File: src/rtl/sbus_pkg.sv
package sbus_pkg;

    typedef enum logic [3:0] {
        ST_IDLE,
        ST_START,
        ST_DEV,
        ST_REG,
        ST_RW,
        ST_AACK,
        ST_DATA,
        ST_DACK,
        ST_STOP
    } sbus_state_e;

    localparam int PHASES_PER_BIT = 4;

endpackage

File: src/rtl/sbus_bit_timer.sv
module sbus_bit_timer #(
    parameter int DIV_W = 8
) (
    input  logic             clk,
    input  logic             rst_n,
    input  logic             run,
    input  logic [DIV_W-1:0] div,
    output logic             sample_pt,
    output logic             bit_end
);
    import sbus_pkg::*;

    localparam int PH_W = $clog2(PHASES_PER_BIT);
    localparam logic [PH_W-1:0] PH_MID  = PH_W'(PHASES_PER_BIT / 2 - 1);
    localparam logic [PH_W-1:0] PH_LAST = PH_W'(PHASES_PER_BIT - 1);

    logic [DIV_W-1:0] cnt;
    logic [PH_W-1:0]  phase;
    logic             slot_end;

    assign slot_end = (cnt == div);

    // Each phase lasts div+1 clocks; four phases make one bit.
    always_ff @(posedge clk or negedge rst_n) begin
        if (!rst_n) begin
            cnt   <= '0;
            phase <= '0;
        end else if (!run) begin
            cnt   <= '0;
            phase <= '0;
        end else if (slot_end) begin
            cnt   <= '0;
            phase <= phase + 1'b1;
        end else begin
            cnt   <= cnt + 1'b1;
        end
    end

    assign sample_pt = run && slot_end && (phase == PH_MID);
    assign bit_end   = run && slot_end && (phase == PH_LAST);

    // the divider is held for the frame, so the count never passes it
    always @(posedge clk) begin
        if (rst_n) begin
            assert_cnt_bound_R2: assert (cnt <= div)
                else $error("phase counter passed divider");
        end
    end

    // a bit end always restarts the next bit at phase 0, count 0
    assert_bit_wrap_R2: assert property (@(posedge clk) disable iff (!rst_n)
        bit_end |=> (phase == '0 && cnt == '0));

endmodule

File: src/rtl/sbus_frame_fsm.sv
module sbus_frame_fsm #(
    parameter int ID_W  = 5,
    parameter int ADR_W = 5,
    parameter int DAT_W = 8
) (
    input  logic             clk,
    input  logic             rst_n,
    input  logic             go,
    input  logic [ID_W-1:0]  dev,
    input  logic [ADR_W-1:0] regno,
    input  logic [DAT_W-1:0] wdata,
    input  logic             rd_req,
    input  logic             sample_pt,
    input  logic             bit_end,
    input  logic             line_in,
    output logic             busy,
    output logic             done,
    output logic [DAT_W-1:0] rdata,
    output logic             adr_ack,
    output logic             dat_ack,
    output logic             line_oe,
    output logic             line_do
);
    import sbus_pkg::*;

    localparam int MAXW = (ID_W > ADR_W) ? ((ID_W > DAT_W) ? ID_W : DAT_W)
                                         : ((ADR_W > DAT_W) ? ADR_W : DAT_W);
    localparam int IW = (MAXW > 1) ? $clog2(MAXW) : 1;

    sbus_state_e      state;
    logic [IW-1:0]    idx;
    logic [ID_W-1:0]  dev_q;
    logic [ADR_W-1:0] reg_q;
    logic [DAT_W-1:0] wd_q;
    logic             rd_q;
    logic [DAT_W-1:0] rx_q;
    logic             aack_q;
    logic             dack_q;
    logic             last_idx;

    assign last_idx = (idx == '0);
    assign busy     = (state != ST_IDLE);

    // State register, field index, latched request and captured status
    always_ff @(posedge clk or negedge rst_n) begin
        if (!rst_n) begin
            state  <= ST_IDLE;
            idx    <= '0;
            dev_q  <= '0;
            reg_q  <= '0;
            wd_q   <= '0;
            rd_q   <= 1'b0;
            rx_q   <= '0;
            aack_q <= 1'b0;
            dack_q <= 1'b0;
            done   <= 1'b0;
        end else begin
            done <= 1'b0;
            unique case (state)
                ST_IDLE: begin
                    if (go) begin
                        state  <= ST_START;
                        dev_q  <= dev;
                        reg_q  <= regno;
                        wd_q   <= wdata;
                        rd_q   <= rd_req;
                        rx_q   <= '0;
                        aack_q <= 1'b0;
                        dack_q <= 1'b0;
                    end
                end
                ST_START: begin
                    if (bit_end) begin
                        state <= ST_DEV;
                        idx   <= IW'(ID_W - 1);
                    end
                end
                ST_DEV: begin
                    if (bit_end) begin
                        if (last_idx) begin
                            state <= ST_REG;
                            idx   <= IW'(ADR_W - 1);
                        end else begin
                            idx <= idx - 1'b1;
                        end
                    end
                end
                ST_REG: begin
                    if (bit_end) begin
                        if (last_idx) begin
                            state <= ST_RW;
                        end else begin
                            idx <= idx - 1'b1;
                        end
                    end
                end
                ST_RW: begin
                    if (bit_end) begin
                        state <= ST_AACK;
                    end
                end
                ST_AACK: begin
                    if (sample_pt) begin
                        aack_q <= !line_in;
                    end
                    if (bit_end) begin
                        if (aack_q) begin
                            state <= ST_DATA;
                            idx   <= IW'(DAT_W - 1);
                        end else begin
                            state <= ST_STOP;
                        end
                    end
                end
                ST_DATA: begin
                    if (sample_pt && rd_q) begin
                        rx_q <= {rx_q[DAT_W-2:0], line_in};
                    end
                    if (bit_end) begin
                        if (last_idx) begin
                            state <= ST_DACK;
                        end else begin
                            idx <= idx - 1'b1;
                        end
                    end
                end
                ST_DACK: begin
                    if (sample_pt) begin
                        dack_q <= !line_in;
                    end
                    if (bit_end) begin
                        state <= ST_STOP;
                    end
                end
                ST_STOP: begin
                    if (bit_end) begin
                        state <= ST_IDLE;
                        done  <= 1'b1;
                    end
                end
                default: state <= ST_IDLE;
            endcase
        end
    end

    // Line drive per state
    always_comb begin
        line_oe = 1'b0;
        line_do = 1'b1;
        unique case (state)
            ST_IDLE:  begin line_oe = 1'b0; line_do = 1'b1; end
            ST_START: begin line_oe = 1'b1; line_do = 1'b0; end
            ST_DEV:   begin line_oe = 1'b1; line_do = dev_q[idx]; end
            ST_REG:   begin line_oe = 1'b1; line_do = reg_q[idx]; end
            ST_RW:    begin line_oe = 1'b1; line_do = rd_q; end
            ST_AACK:  begin line_oe = 1'b0; line_do = 1'b1; end
            ST_DATA:  begin line_oe = !rd_q; line_do = wd_q[idx]; end
            ST_DACK:  begin line_oe = rd_q;  line_do = 1'b0; end
            ST_STOP:  begin line_oe = 1'b1; line_do = 1'b1; end
            default:  begin line_oe = 1'b0; line_do = 1'b1; end
        endcase
    end

    assign rdata   = rx_q;
    assign adr_ack = aack_q;
    assign dat_ack = dack_q;

    // done never lasts two clocks
    assert_done_pulse_R9: assert property (@(posedge clk) disable iff (!rst_n)
        done |=> !done);

    // done is always preceded by a driven-high stop bit
    assert_stop_high_R3: assert property (@(posedge clk) disable iff (!rst_n)
        done |-> $past(line_oe && line_do));

    // missing address acknowledge leads straight to the stop bit
    assert_nack_skip_R5: assert property (@(posedge clk) disable iff (!rst_n)
        (state == ST_AACK && bit_end && !aack_q) |=> (state == ST_STOP));

    // the line stays released during read data
    assert_read_release_R6: assert property (@(posedge clk) disable iff (!rst_n)
        (state == ST_DATA && rd_q) |-> !line_oe);

    // the latched request does not move while a frame runs
    assert_req_hold_R8: assert property (@(posedge clk) disable iff (!rst_n)
        busy |=> ($stable(dev_q) && $stable(reg_q) && $stable(wd_q) && $stable(rd_q)));

    // response fields hold while idle without a request
    assert_status_hold_R9: assert property (@(posedge clk) disable iff (!rst_n)
        (!busy && !go) |=> ($stable(rx_q) && $stable(aack_q) && $stable(dack_q)));

endmodule

File: src/rtl/sbus_frame_master.sv
module sbus_frame_master #(
    parameter int ID_W  = 5,
    parameter int ADR_W = 5,
    parameter int DAT_W = 8,
    parameter int DIV_W = 8
) (
    input  logic             clk,
    input  logic             rst_n,
    input  logic             req_go,
    input  logic [ID_W-1:0]  req_dev,
    input  logic [ADR_W-1:0] req_reg,
    input  logic [DAT_W-1:0] req_wdata,
    input  logic             req_read,
    input  logic [DIV_W-1:0] clk_div,
    output logic             done,
    output logic [DAT_W-1:0] rsp_rdata,
    output logic             rsp_adr_ack,
    output logic             rsp_dat_ack,
    output logic             sbus_oe,
    output logic             sbus_do,
    input  logic             sbus_di
);

    logic             busy;
    logic             sample_pt;
    logic             bit_end;
    logic [DIV_W-1:0] div_q;

    // Divider is captured at acceptance and held for the frame
    always_ff @(posedge clk or negedge rst_n) begin
        if (!rst_n) begin
            div_q <= '0;
        end else if (req_go && !busy) begin
            div_q <= clk_div;
        end
    end

    sbus_bit_timer #(
        .DIV_W (DIV_W)
    ) u_timer (
        .clk       (clk),
        .rst_n     (rst_n),
        .run       (busy),
        .div       (div_q),
        .sample_pt (sample_pt),
        .bit_end   (bit_end)
    );

    sbus_frame_fsm #(
        .ID_W  (ID_W),
        .ADR_W (ADR_W),
        .DAT_W (DAT_W)
    ) u_fsm (
        .clk       (clk),
        .rst_n     (rst_n),
        .go        (req_go),
        .dev       (req_dev),
        .regno     (req_reg),
        .wdata     (req_wdata),
        .rd_req    (req_read),
        .sample_pt (sample_pt),
        .bit_end   (bit_end),
        .line_in   (sbus_di),
        .busy      (busy),
        .done      (done),
        .rdata     (rsp_rdata),
        .adr_ack   (rsp_adr_ack),
        .dat_ack   (rsp_dat_ack),
        .line_oe   (sbus_oe),
        .line_do   (sbus_do)
    );

    // divider copy is frozen while a frame runs
    assert_div_hold_R2: assert property (@(posedge clk) disable iff (!rst_n)
        busy |=> $stable(div_q));

endmodule

File: config.mk
export PLATFORM = sky130hd
export DESIGN_NAME = sbus_frame_master
export DESIGN_NICKNAME = d
export VERILOG_FILES = /design/src/rtl/sbus_pkg.sv /design/src/rtl/sbus_bit_timer.sv /design/src/rtl/sbus_frame_fsm.sv /design/src/rtl/sbus_frame_master.sv
export SDC_FILE = /design/constraint.sdc
export NUM_CORES = 1
export LEC_CHECK = 0
export BUFFER_PORTS_ARGS = -buffer_cell sky130_fd_sc_hd__clkbuf_2
export CORE_ASPECT_RATIO = 1.1
export CORE_MARGIN = 1
export CORE_UTILIZATION = 23
export CTS_CLUSTER_DIAMETER = 60
export DETAILED_ROUTE_END_ITERATION = 7
export PLACE_DENSITY = 0.36
export SLEW_MARGIN = 20
export SYNTH_ARGS = -nofsm -noshare
export SYNTH_HDL_FRONTEND = slang
export SYNTH_HIERARCHICAL = 1
export SYNTH_SLANG_ARGS = --single-unit
File: constraint.sdc
create_clock -name clk -period 2.8 [get_ports clk]
set_input_delay 0.28 -clock clk [delete_from_list [all_inputs] [get_ports clk]]
set_output_delay 0.28 -clock clk [all_outputs]
set_load 0.02 [all_outputs]
# Word-level counts from Yosys, hierarchy flattened
# Cells that the tools add are included.
dict set report totals {
  elab_cells 114
  reg_bits 55
  output_inout_bits 13
}
dict set report op_classes {
  addsub 3
  reduce_logical 24
  mux 43
  n_lt_le_gt_ge 1
  n_eq_ne 30
}
# op n
set op_table {}
lappend op_table {{$mux W4} 13}
lappend op_table {{$pmux W4 S9} 1}
lappend op_table {{$mux W8} 4}
lappend op_table {{$ne A2 B2 Y1 const B} 11}
lappend op_table {{$mux W3} 7}
lappend op_table {{$eq A4 B3 Y1 const B} 4}
lappend op_table {{$ne A2 B1 Y1 const B} 8}
lappend op_table {{$pmux W8 S2} 1}
lappend op_table {{$pmux W3 S4} 1}
lappend op_table {{$reduce_and A12 Y1} 1}
lappend op_table {{$bmux W1 S3} 3}
lappend op_table {{$reduce_and A3 Y1} 3}
lappend op_table {{$add A8 B1 Y8 const B} 1}
lappend op_table {{$eq A4 B2 Y1 const B} 2}
lappend op_table {{$eq A8 B8 Y1} 1}
lappend op_table {{$reduce_bool A4 Y1} 2}
lappend op_table {{$mux W1} 7}
lappend op_table {{$reduce_and A7 Y1} 1}
lappend op_table {{$reduce_bool A2 Y1} 3}
lappend op_table {{$logic_and A1 B1 Y1} 5}
lappend op_table {{$pmux W1 S5} 1}
lappend op_table {{$reduce_or A5 Y1} 1}
lappend op_table {{$eq A4 B1 Y1 const B} 1}
lappend op_table {{$eq A4 B4 Y1 const B} 1}
lappend op_table {{other kinds (13)} 18}

# Depth between registers and ports, before layout
# Gate-level depths: netlist of the first run.
dict set report logic_depth {
  ltp_word 6
  mapped_depth 9
  ltp_nobuf 9
}

# Cells and area by module
# The synthesis of the first run kept the hierarchy.
# mod cells_per_inst n_inst area_each_um2
set modules_own_cells {}
lappend modules_own_cells {sbus_frame_fsm 176 1 1889.3}
lappend modules_own_cells {sbus_bit_timer 58 1 578.1}
lappend modules_own_cells {sbus_frame_master 18 1 345.3}

# Least setup slack after synthesis of the first run
# OpenSTA, ideal clock, no wires.
dict set report synth_timing {
  path_type {register to register}
  startpoint {register u_timer.cnt[4]}
  endpoint {register u_fsm.state[0]}
  stages_incl_launch_ff 8
  n_path_buf 0
  arrival_ns 1.889
  slack_ns 0.786
  period_less_slack_ns 2.014
  cell_sequence {dfrtp_1 > xnor2_1 > nand4_1 > nor2_1 > and3_1 > mux2i_1 > a211o_2 > mux2_4}
}
dict set report synth_via {
  elab_chain_cells 5
}
# element line
set synth_lines {}
lappend synth_lines {{from (decl)} sbus_bit_timer.sv:17} ;# logic [DIV_W-1:0] cnt;
lappend synth_lines {{from (signal assigned)} sbus_bit_timer.sv:35} ;# cnt <= cnt + 1'b1;
lappend synth_lines {{$eq A8 B8 Y1 (*)} sbus_bit_timer.sv:21} ;# assign slot_end = (cnt == div);
lappend synth_lines {{$logic_and A1 B1 Y1 (*) (2 in a row)} sbus_bit_timer.sv:40} ;# assign bit_end = run && slot_end && (phase == PH_LAST);
lappend synth_lines {{via bit_end} sbus_frame_master.sv:26} ;# logic bit_end;
lappend synth_lines {{$ne A2 B2 Y1 (no source line)} n/a}
lappend synth_lines {{$reduce_and A12 Y1 (no source line) (*)} n/a}
lappend synth_lines {{to (signal assigned)} sbus_frame_fsm.sv:47} ;# state <= ST_IDLE;
lappend synth_lines {{to (signal assigned)} sbus_frame_fsm.sv:62} ;# state <= ST_START;
lappend synth_lines {{to (signal assigned)} sbus_frame_fsm.sv:74} ;# state <= ST_DEV;
lappend synth_lines {{to (decl)} sbus_frame_fsm.sv:30} ;# sbus_state_e state;
# Mark *: on every way through the listed nets, which the timed path passes. The rest lies on a longest branch.
# A chain may end at the register's enable or synchronous reset.

# Worst setup path after layout of the first run
dict set report layout_timing {
  startpoint {register u_timer.cnt[5]}
  endpoint {register u_fsm.state[0]}
}
# Same word-level chain as after synthesis.

==> impl_metrics.csv, run 1 <==
group,metric,value,unit
job,cap_viol_max_count,0,
routing,routedWlPerCell,13.8,µm
finish,diodes,0,
floorplan,dieArea,12700,µm²
routing,drt_iter0_markers,79,
grt,antenna_found_initial,0,
finish,area_growth,20.3,%
timing,tightestPinTransition,0.482,ns
clock_network,max-clock-path-buffers,2,
synth,netlist_top_cells_area,"dfrtp_1, mux2_2, mux2_4",
placement,io_buffers,43,
floorplan,die_h,118,µm
finish,utilization,28.2,%
floorplan,design.core.area,12000,µm²
setup_path,cp_max_fo,6,
setup_path,slowest_delay,0.43,ns
setup_path,crit_chain,"xnor2_1 > nand4_1 > nor2_1 > and3_1 > mux2i_1 > a211o_2 > mux2_4",
placement,dp_hpwl,4620,µm
timing,setup_viol,0,
clock_network,cts_tree,"yes",
clock_network,cts_num_sinks,55,
power,leakage,1.50,nW
routing,firstDrtPassIters,4,
synth,syn_nets,288,
grt,grt_use_total,10.8,%
clock_network,post_cts_buffers,0,
timing,max_slew_margin,67.8,%
setup_path,arrival,2.45,ns
synth,synth_top_area_share,48.9,%
clock_network,clk_pin_slew,0.08,ns
clock_network,cts_hold_buf,1,
power,power_density,904,nW/µm²
worst_hold_path,worstHoldPathType,"in -> reg",
setup_path,critical_path.top_delay_family,"simple AND/OR/NAND/NOR gates",
timing,timing_hold_violations_final,0,
synth,syn_avg_cell_area,11.2,µm²
synth,async_reset_ff_share,100,%
synth,synthMostInstantiatedCell,"dfrtp_1",
floorplan,die_w,107,µm
synth,yosysTopAreaCell,"dfrtp_1",
synth,synth_cell_type_count,47,
routing,vias,1970,
power,fin_total_pwr,3.06,mW
grt,overflow,0,
floorplan,initial_core_util,23.5,%
grt,grt_pass1_vias,1966,
timing,fin_hold_ws,0.200,ns
synth,synth-edff-count,0,
finish,fin_nets,333,
synth,syn_inst,252,
routing,drcViolationCount,0,
setup_path,required,2.99,ns
setup_path,startpoint_type,"flip-flop",
synth,synthFlopType,"dfrtp_1",
clock_network,numCtsBuffers,5,
floorplan,fp-row-count,42,
timing,min_period,2.26,ns
timing,drv_slew,0,
clock_network,cts_resized,0,
clock_network,insertion_delay,0.30,ns
setup_path,path_buf_inv,0,
setup_path,slowest_stage,"dfrtp_1",
synth,synth.ff_latch_count,55,
routing,vias_per_cell,4.36,
routing,totalWireLength,6240,µm
timing,fmax,443,MHz
clock_network,cts_root_buffer,"clkbuf_16",
timing,skew,0.0123,ns
timing,post-route-period-util,80.6,%
placement,place.gp.congestion,0.737,
grt,grt_pass1_wl,10400,µm
clock_network,h-tree-depth,2,
placement,place_area,3200,µm²
synth,synthTopCellsByCount,"dfrtp_1, nand2_1, o21ai_0, mux2_2, nor2_1",
setup_path,path_class,"reg -> reg",
synth,seq_area_frac_synth,48.9,%
floorplan,io-pin-count,44,
synth,yosysWarnings,6,
finish,drive_gt1_share,32.9,%
routing,ant_nets,0,
timing,rsz0062_at_grt,"false",
timing,fin_setup_tns,0,ns
synth,syn_area,2810,µm²
grt,grt_max_degree,23,
setup_path,cp-end-kind,"flip-flop",
run_status,status,"complete, no violations",
finish,stdcell_area,3380,µm²
power,peakVddDrop,0.000272,V
-- through the flow --
stage / std cells / setup WS [ns]
global route: 452 / 0.301
detailed placement: 443 / 0.554
floorplan: 252 / 0.786
global placement: 443 / 0.586
CTS: 452 / 0.515
finish: 452 / 0.544
-- power breakdown --
group          switching [mW]  internal (mW)  total [mW]  leakage [nW]
sequential              0.226           1.10        1.32         0.687
combinational           0.494          0.511        1.00         0.728
clock                   0.307          0.426       0.733        0.0804
total                    1.03           2.03        3.06          1.50
-- state kept, by name, summed over array words and instances (netlist names), 2 cells and up --
register and cells:
u_timer/cnt 8, u_fsm/wd_q 8, u_timer/phase 2, u_fsm/dev_q 5, u_fsm/idx 3, u_fsm/rdata 8, u_fsm/state 4, div_q 8
u_fsm/reg_q 5
-- worst paths after layout --
| path | startpoint | endpoint | slack, ns | cells after the start |
|---|---|---|---|---|
| max | u_timer/cnt[5] | u_fsm/state[0] | 0.54 | 7 |
| min | sbus_di | u_fsm/adr_ack | 0.20 | 2 |
| max reg2reg | u_timer/cnt[5] | u_fsm/state[0] | 0.54 | 7 |
| min reg2reg | u_fsm/wd_q[1] | u_fsm/wd_q[1] | 0.50 | 1 |
| max in group asynchronous | rst_n | u_fsm/idx[1] | 1.72 | 3 |
| min in group asynchronous | rst_n | u_fsm/rdata[5] | 0.42 | 2 |
-- metal layers --
metal  wire (µm)  GRT usage (%)  part of all wire [%]
met5           0              0                     0
met1        2970           14.5                    48
met2        2930           17.0                    47
met3         229           2.21                   3.7
met4         114           4.37                   1.8
-- area by class of cell --
class	count	area [µm²]
Clock buffer	5	125
Clock inverter	3	46.3
Fill cell	1308	8600
Inverter	9	33.8
Multi-Input combinational cell	175	1330
Sequential cell	55	1380
Tap cell	154	193
Timing Repair Buffer	51	278
-- worst reg2reg max path, cell delays in order, from the launching register on --
cell and delay [ns]:
dfrtp_1 0.43, xnor2_1 0.24, nand4_1 0.14, nor2_1 0.24, and3_1 0.29, mux2i_1 0.10, a211o_2 0.40, mux2_4 0.31
-- cells by family after synthesis --
kind of cell    after synthesis  synth area share (%)
simple gates                 80                  14.9
flops                        55                  48.9
compound gates               39                  8.90
mux                          37                  16.9
buf+inv                      22                  3.74
xor+xnor                     14                  4.36
fa+ha+maj                     5                  2.22
-- cell usage in the layout, fill, tap and decap left out, types with 5 or more instances in the layout --
cell type and n:
clkbuf_2 43, nand2_1 25, xnor2_1 10, clkbuf_16 5, dfrtp_1 55, o21ai_0 21, nand4_1 8, buf_4 7
and3_1 6, mux2_4 9, mux2i_1 6, mux2_2 19, inv_1 9, ha_1 5, nor2_1 17, nand3_1 7
Power figures use the tool's default switching activity.
==> run 2, diff against run 1 <==
- ABC_AREA: unset -> 1
- clock period: 2.8 -> 2.25 ns (I/O delays scaled with it)
==> run 2 against run 1 <==
Against the previous run: total power is 55% higher; first-iteration DRC count grew 38%; sequential share of layout area shrank 4.9 points; core utilization decreased by 0.23 points; critical path type is now reg -> out; synthesized area increased by 15%; register-to-register slack got worse by 0.24 ns; worst hold slack worse by 0.080 ns; largest power group is now combinational cells; critical path depth is 2 higher.
==> impl_metrics.csv, run 2 <==
group,metric,value,unit
timing,rsz0062_at_grt,"false",
floorplan,die_h,126,µm
timing,fin_setup_tns,0,ns
routing,totalWireLength,7950,µm
routing,drcViolationCount,0,
routing,vias,2747,
clock_network,insertion_delay,0.31,ns
power,pwr-share-seq,32.9,%
routing,ant_nets,0,
job,cap_viol_max_count,0,
synth,synth-edff-count,0,
finish,utilization,28.0,%
clock_network,cts_tree,"yes",
synth,async_reset_ff_share,100,%
setup_path,arrival,1.79,ns
timing,post-route-period-util,89.4,%
power,leakage,1.97,nW
synth,syn_nets,461,
finish,most-common-layout-cells,"nand2_1, inv_1, dfrtp_1",
setup_path,cp_max_fo,8,
timing,timing_hold_violations_final,0,
synth,synth_top_area_share,42.6,%
placement,place.gp.congestion,0.784,
timing,finalWorstSetupSlack,0.237,ns
finish,area_growth,19.2,%
clock_network,h-tree-depth,2,
worst_hold_path,worstHoldPathType,"in -> reg",
power,combPwrFrac,48.4,%
run_status,status,"complete, no violations",
setup_path,crit_chain,"inv_2 > nor2_8 > nand2_4 > inv_2 > nand3_1 > nand2_1 > inv_1 > nand2_1 > clkbuf_2",
timing,min_period,2.01,ns
timing,fin_hold_ws,0.120,ns
finish,fin_nets,509,
setup_path,slowest_delay,0.51,ns
finish,seqCellArea,1380,µm²
power,power_density,1230,nW/µm²
setup_path,path_buf_inv,4,
setup_path,rr_worst_depth,14,
placement,io_buffers,43,
placement,dp_slack,0.255,ns
grt,grt_pass1_vias,2769,
setup_path,slowest_stage,"dfrtp_1",
floorplan,fp-row-count,45,
timing,max_slew_margin,59.4,%
floorplan,die_w,115,µm
grt,use_met2,20.6,%
worst_hold_path,min_to,"u_fsm/reg_q[2]",
floorplan,initial_core_util,23.5,%
grt,grt_use_total,12.3,%
synth,syn_avg_cell_area,7.60,µm²
routing,firstDrtPassIters,4,
clock_network,max-clock-path-buffers,2,
power,fin_total_pwr,4.74,mW
grt,antenna_found_initial,0,
setup_path,startpoint_type,"flip-flop",
power,clock_power_share,18.7,%
grt,met1_usage,15.1,%
grt,overflow,0,
clock_network,clk_pin_slew,0.08,ns
synth,syn_area,3230,µm²
grt,grt_util_met3,2.98,%
setup_path,cp-end-kind,"primary output",
placement,dp_hpwl,6120,µm
power,switching_power,2.13,mW
routing,drt_iter0_markers,109,
timing,skew,0.0132,ns
setup_path,required,2.03,ns
worst_hold_path,hold_start,"req_reg[2]",
synth,synth_cell_type_count,30,
setup_path,reg2reg_setup_slack,0.30,ns
synth,synthMostInstantiatedCell,"nand2_1",
setup_path,r2r-start,"u_timer/cnt[4]",
finish,layout_commonest_cell,"nand2_1",
grt,grt_pass1_wl,13700,µm
timing,setup_viol,0,
grt,busiest_layer,"met2",
setup_path,worst_r2r_endpoint,"u_fsm/state[2]",
timing,fmax,497,MHz
clock_network,cts_root_buffer,"clkbuf_16",
synth,netlist_top_cells_area,"dfrtp_1, nand2_1, nand3_1",
setup_path,path_class,"reg -> out",
power,peakVddDrop,0.000395,V
power,p_int,2.61,mW
synth,seq_area_frac_synth,42.6,%
power,p_sw_share,45.0,%
synth,yosysTopAreaCell,"dfrtp_1",
floorplan,dieArea,14500,µm²
synth,synthFlopType,"dfrtp_1",
synth,synth.ff_latch_count,55,
setup_path,critical_path.top_delay_family,"flip-flops",
finish,fillers,1561,
grt,grt_max_degree,35,
routing,vias_per_cell,4.16,
timing,tightestPinTransition,0.610,ns
floorplan,io-pin-count,44,
floorplan,design.core.area,13700,µm²
synth,yosysWarnings,6,
clock_network,cts_num_sinks,55,
finish,multiInputGateArea,1550,µm²
synth,syn_inst,425,
timing,drv_slew,0,
synth,synthTopCellsByCount,"nand2_1, inv_1, dfrtp_1, nand3_1",
clock_network,numCtsBuffers,5,
finish,drive_gt1_share,20.9,%
finish,diodes,0,
routing,routedWlPerCell,12.0,µm
worst_hold_path,worstHoldPathCells,3,
==> run 2: cell types whose count changed in the layout (fill, tap and decap cells not counted), sizes merged, moves of 8 or more <==
cell,change
nand2,+123
inv,+54
nand3,+46
mux2,-28
nor2,+18
o22ai,+8
==> run 2: worst max path at each step <==
stage	slack (ns)	startpoint	cells after the start	end
6_report	0.24	u_fsm/state[1]	9	sbus_do
5_1_grt	0.002	u_timer/cnt[4]	14	u_fsm/state[0]
4_1_cts	0.03	u_fsm/idx[0]	12	sbus_do
3_5_place_dp	0.26	u_timer/cnt[4]	14	u_fsm/state[1]
3_3_place_gp	0.28	u_timer/cnt[4]	14	u_fsm/state[1]
2_1_floorplan	0.19	u_fsm/state[3]	12	u_fsm/state[1]
==> run 2: cells by family (layout without fill, tap and decap cells) <==
kind of cell / count (synthesis) / count (layout) / share of synthesized area [%]
flops: 55 / 55 / 42.6
compound gates: 32 / 32 / 5.35
buf+inv: 73 / 121 / 9.38
fa+ha+maj: 5 / 5 / 1.94
xor+xnor: 9 / 9 / 2.44
simple gates: 251 / 251 / 38.3
==> run 2: area by class of cell <==
| class | instances | area share, % |
|---|---|---|
| Sequential cell | 55 | 35.8 |
| Timing Repair Buffer | 50 | 7.35 |
| Multi-Input combinational cell | 297 | 40.3 |
| Inverter | 64 | 6.24 |
| Clock inverter | 2 | 0.976 |
| Clock buffer | 5 | 3.25 |
| Tap cell | 188 | 6.11 |
==> run 2: routing by layer <==
metal | up-vias | part of all wire, %
li1 | 1436 | -
met5 | - | 0
met4 | 0 | 2.1
met1 | 1266 | 45
met2 | 38 | 49
met3 | 7 | 3.5
==> run 2: repair_timing <==
item                                    in CTS  in global routing
endpoints found under the setup margin       0                  5
gates resized for setup                      0                  3
setup buffers                                0                  0
hold buffers                                 1                  0
endpoints found under the hold margin       21                  0
==> run 2: worst min-delay path, stage by stage <==
cell	delay (ns)
clkbuf_2	0.08
nand2_1	0.04
o21ai_0	0.05
==> run 2: metrics by stage <==
stage	instance area (µm²)	instances
2_1_floorplan	3230	425
3_3_place_gp	3670	653
3_5_place_dp	3670	653
4_1_cts	3850	661
5_1_grt	3850	661
6_report	3850	661
==> run 2: power groups by stage <==
| stage | combinational, mW | clock (mW) | sequential [mW] |
|---|---|---|---|
| after global placement | 2.33 | 0 | 1.58 |
| final | 2.29 | 0.885 | 1.56 |
| after CTS | 2.34 | 0.932 | 1.56 |
| after global routing | 2.68 | 0.965 | 1.61 |
| after floorplan | 1.83 | 0 | 1.49 |
| after detailed placement | 2.33 | 0 | 1.58 |
==> run 3, diff against run 2 <==
- ABC_AREA: 1 -> unset
==> run 3 against run 2 <==
Against the previous run: clock power increased by 4.3%; largest cell class is now sequential cells; die area decreased by 13%; total power decreased by 17%; worst setup slack got worse by 0.088 ns.
==> impl_metrics.csv, run 3 (same netlist as run 1, synthesis figures left out) <==
group,metric,value,unit
setup_path,critical_path.top_delay_family,"multiplexers",
setup_path,path_class,"reg -> out",
finish,layout_commonest_cell,"dfrtp_1",
routing,vias_per_cell,4.36,
floorplan,die_w,107,µm
finish,drive_gt1_share,37.5,%
clock_network,cts_num_sinks,55,
setup_path,required,2.03,ns
timing,post-route-period-util,93.4,%
timing,skew,0.00726,ns
power,fin_total_pwr,3.91,mW
power,leakage,1.57,nW
timing,fmax,476,MHz
routing,drt_iter0_markers,69,
timing,fin_setup_tns,0,ns
worst_hold_path,worstHoldPathType,"in -> reg",
grt,grt_max_degree,25,
clock_network,cts_root_buffer,"clkbuf_16",
routing,ant_nets,0,
finish,stdcell_area,3500,µm²
setup_path,path_buf_inv,1,
clock_network,max-clock-path-buffers,2,
routing,vias,2009,
floorplan,die_h,118,µm
floorplan,io-pin-count,44,
placement,dp_hpwl,4710,µm
setup_path,slowest_stage,"mux4_2",
finish,seqCellArea,1380,µm²
setup_path,arrival,1.88,ns
grt,overflow,0,
job,cap_viol_max_count,0,
placement,place.gp.congestion,0.720,
routing,routedWlPerCell,13.9,µm
clock_network,numCtsBuffers,5,
clock_network,clk_pin_slew,0.08,ns
setup_path,cp-end-kind,"primary output",
floorplan,design.core.area,12000,µm²
finish,fillers,1269,
finish,most-common-layout-cells,"dfrtp_1, clkbuf_2, nand2_1",
finish,finalNonFillerCells,461,
floorplan,initial_core_util,23.5,%
clock_network,cts_tree,"yes",
routing,drcViolationCount,0,
setup_path,slowest_delay,0.53,ns
finish,multiInputGateArea,1370,µm²
run_status,status,"complete, no violations",
grt,grt_pass1_vias,2032,
timing,tightestPinTransition,0.668,ns
grt,antenna_found_initial,0,
finish,fin_nets,342,
finish,area_growth,24.5,%
floorplan,fp-row-count,42,
setup_path,cp_max_fo,6,
routing,wl_met2,3110,µm
grt,grt_pass1_wl,10400,µm
routing,m1WireLength,2980,µm
timing,timing_hold_violations_final,0,
clock_network,insertion_delay,0.30,ns
routing,wl_met3,171,µm
placement,io_buffers,43,
timing,max_slew_margin,55.4,%
routing,totalWireLength,6390,µm
grt,grt_use_total,10.8,%
routing,routed.top_layer,"met4",
finish,diodes,0,
floorplan,dieArea,12700,µm²
clock_network,post_cts_buffers,0,
timing,min_period,2.10,ns
setup_path,crit_chain,"mux4_2 > mux2i_1 > nand2_1 > nand4_1 > nand3_1 > clkbuf_2",
setup_path,startpoint_type,"flip-flop",
clock_network,h-tree-depth,2,
placement,place_area,3280,µm²
timing,rsz0062_at_grt,"false",
timing,drv_slew,0,
power,peakVddDrop,0.000441,V
power,power_density,1120,nW/µm²
routing,firstDrtPassIters,4,
timing,setup_viol,0,
placement,dp_cells,452,
## run 3: changes by cell type in the layout (fill, tap and decap cells not counted), sizes merged, moves of 3 or more
| cell | previous run | this run |
|---|---|---|
| and3 | 0 | 7 |
| buf | 6 | 16 |
| inv | 64 | 10 |
| mux2 | 0 | 28 |
| mux2i | 0 | 6 |
| mux4 | 0 | 3 |
| nand2 | 148 | 25 |
| nand3 | 53 | 7 |
| nand4 | 11 | 8 |
| nor2 | 35 | 17 |
| nor2b | 0 | 4 |
| o21ai | 20 | 23 |
| o22ai | 8 | 0 |
| xnor2 | 5 | 10 |
## run 3: layout make-up
cell class	count	area share (%)
flip-flops and latches	55	39.3
repair buffers	60	10.2
clock inverters	3	1.36
well taps	154	5.50
inverters	9	0.965
clock buffers	5	3.57
multi-input cells	175	39.0
## run 3: path summary, 6_finish.rpt
kind	depth (start not counted)	slack (ns)	start	endpoint
worst max register to register	7	0.16	div_q[7]	u_fsm/state[0]
worst min-delay path	2	0.15	req_dev[3]	u_fsm/dev_q[3]
min in group asynchronous	2	0.49	rst_n	u_fsm/rdata[4]
max in group asynchronous	3	1.17	rst_n	u_fsm/rdata[5]
worst max-delay path	6	0.15	u_fsm/idx[0]	sbus_do
worst min register to register	1	0.51	u_fsm/wd_q[3]	u_fsm/wd_q[3]
## run 3: per-stage QoR
| step | hold slack [ns] | worst slack (ns) | utilization (%) |
|---|---|---|---|
| 6_report | 0.148 | 0.149 | 29.2 |
| 3_3_place_gp | 0.299 | 0.123 | 27.4 |
| 3_5_place_dp | 0.296 | 0.0862 | 27.4 |
| 2_1_floorplan | -0.0706 | 0.236 | - |
| 5_1_grt | 0.143 | 0.0180 | 29.2 |
| 4_1_cts | 0.138 | 0.0612 | 28.9 |
## run 3: report_power, final
group | leakage (nW) | switching (mW) | internal, mW | total [mW]
logic | 0.803 | 0.638 | 0.704 | 1.34
registers | 0.686 | 0.286 | 1.36 | 1.65
clock network | 0.0844 | 0.391 | 0.532 | 0.923
## run 3: repair_timing
action	4_1_cts	5_1_grt
setup endpoints to repair	1	5
resized for setup	1	7
hold endpoints to repair	22	0
hold buffers	1	0
## run 3: per-layer routing
metal / vias up / global-route usage (%)
met5: - / 0
met4: 0 / 4.37
met3: 7 / 2.10
met2: 29 / 17.5
met1: 979 / 13.9
li1: 994 / -
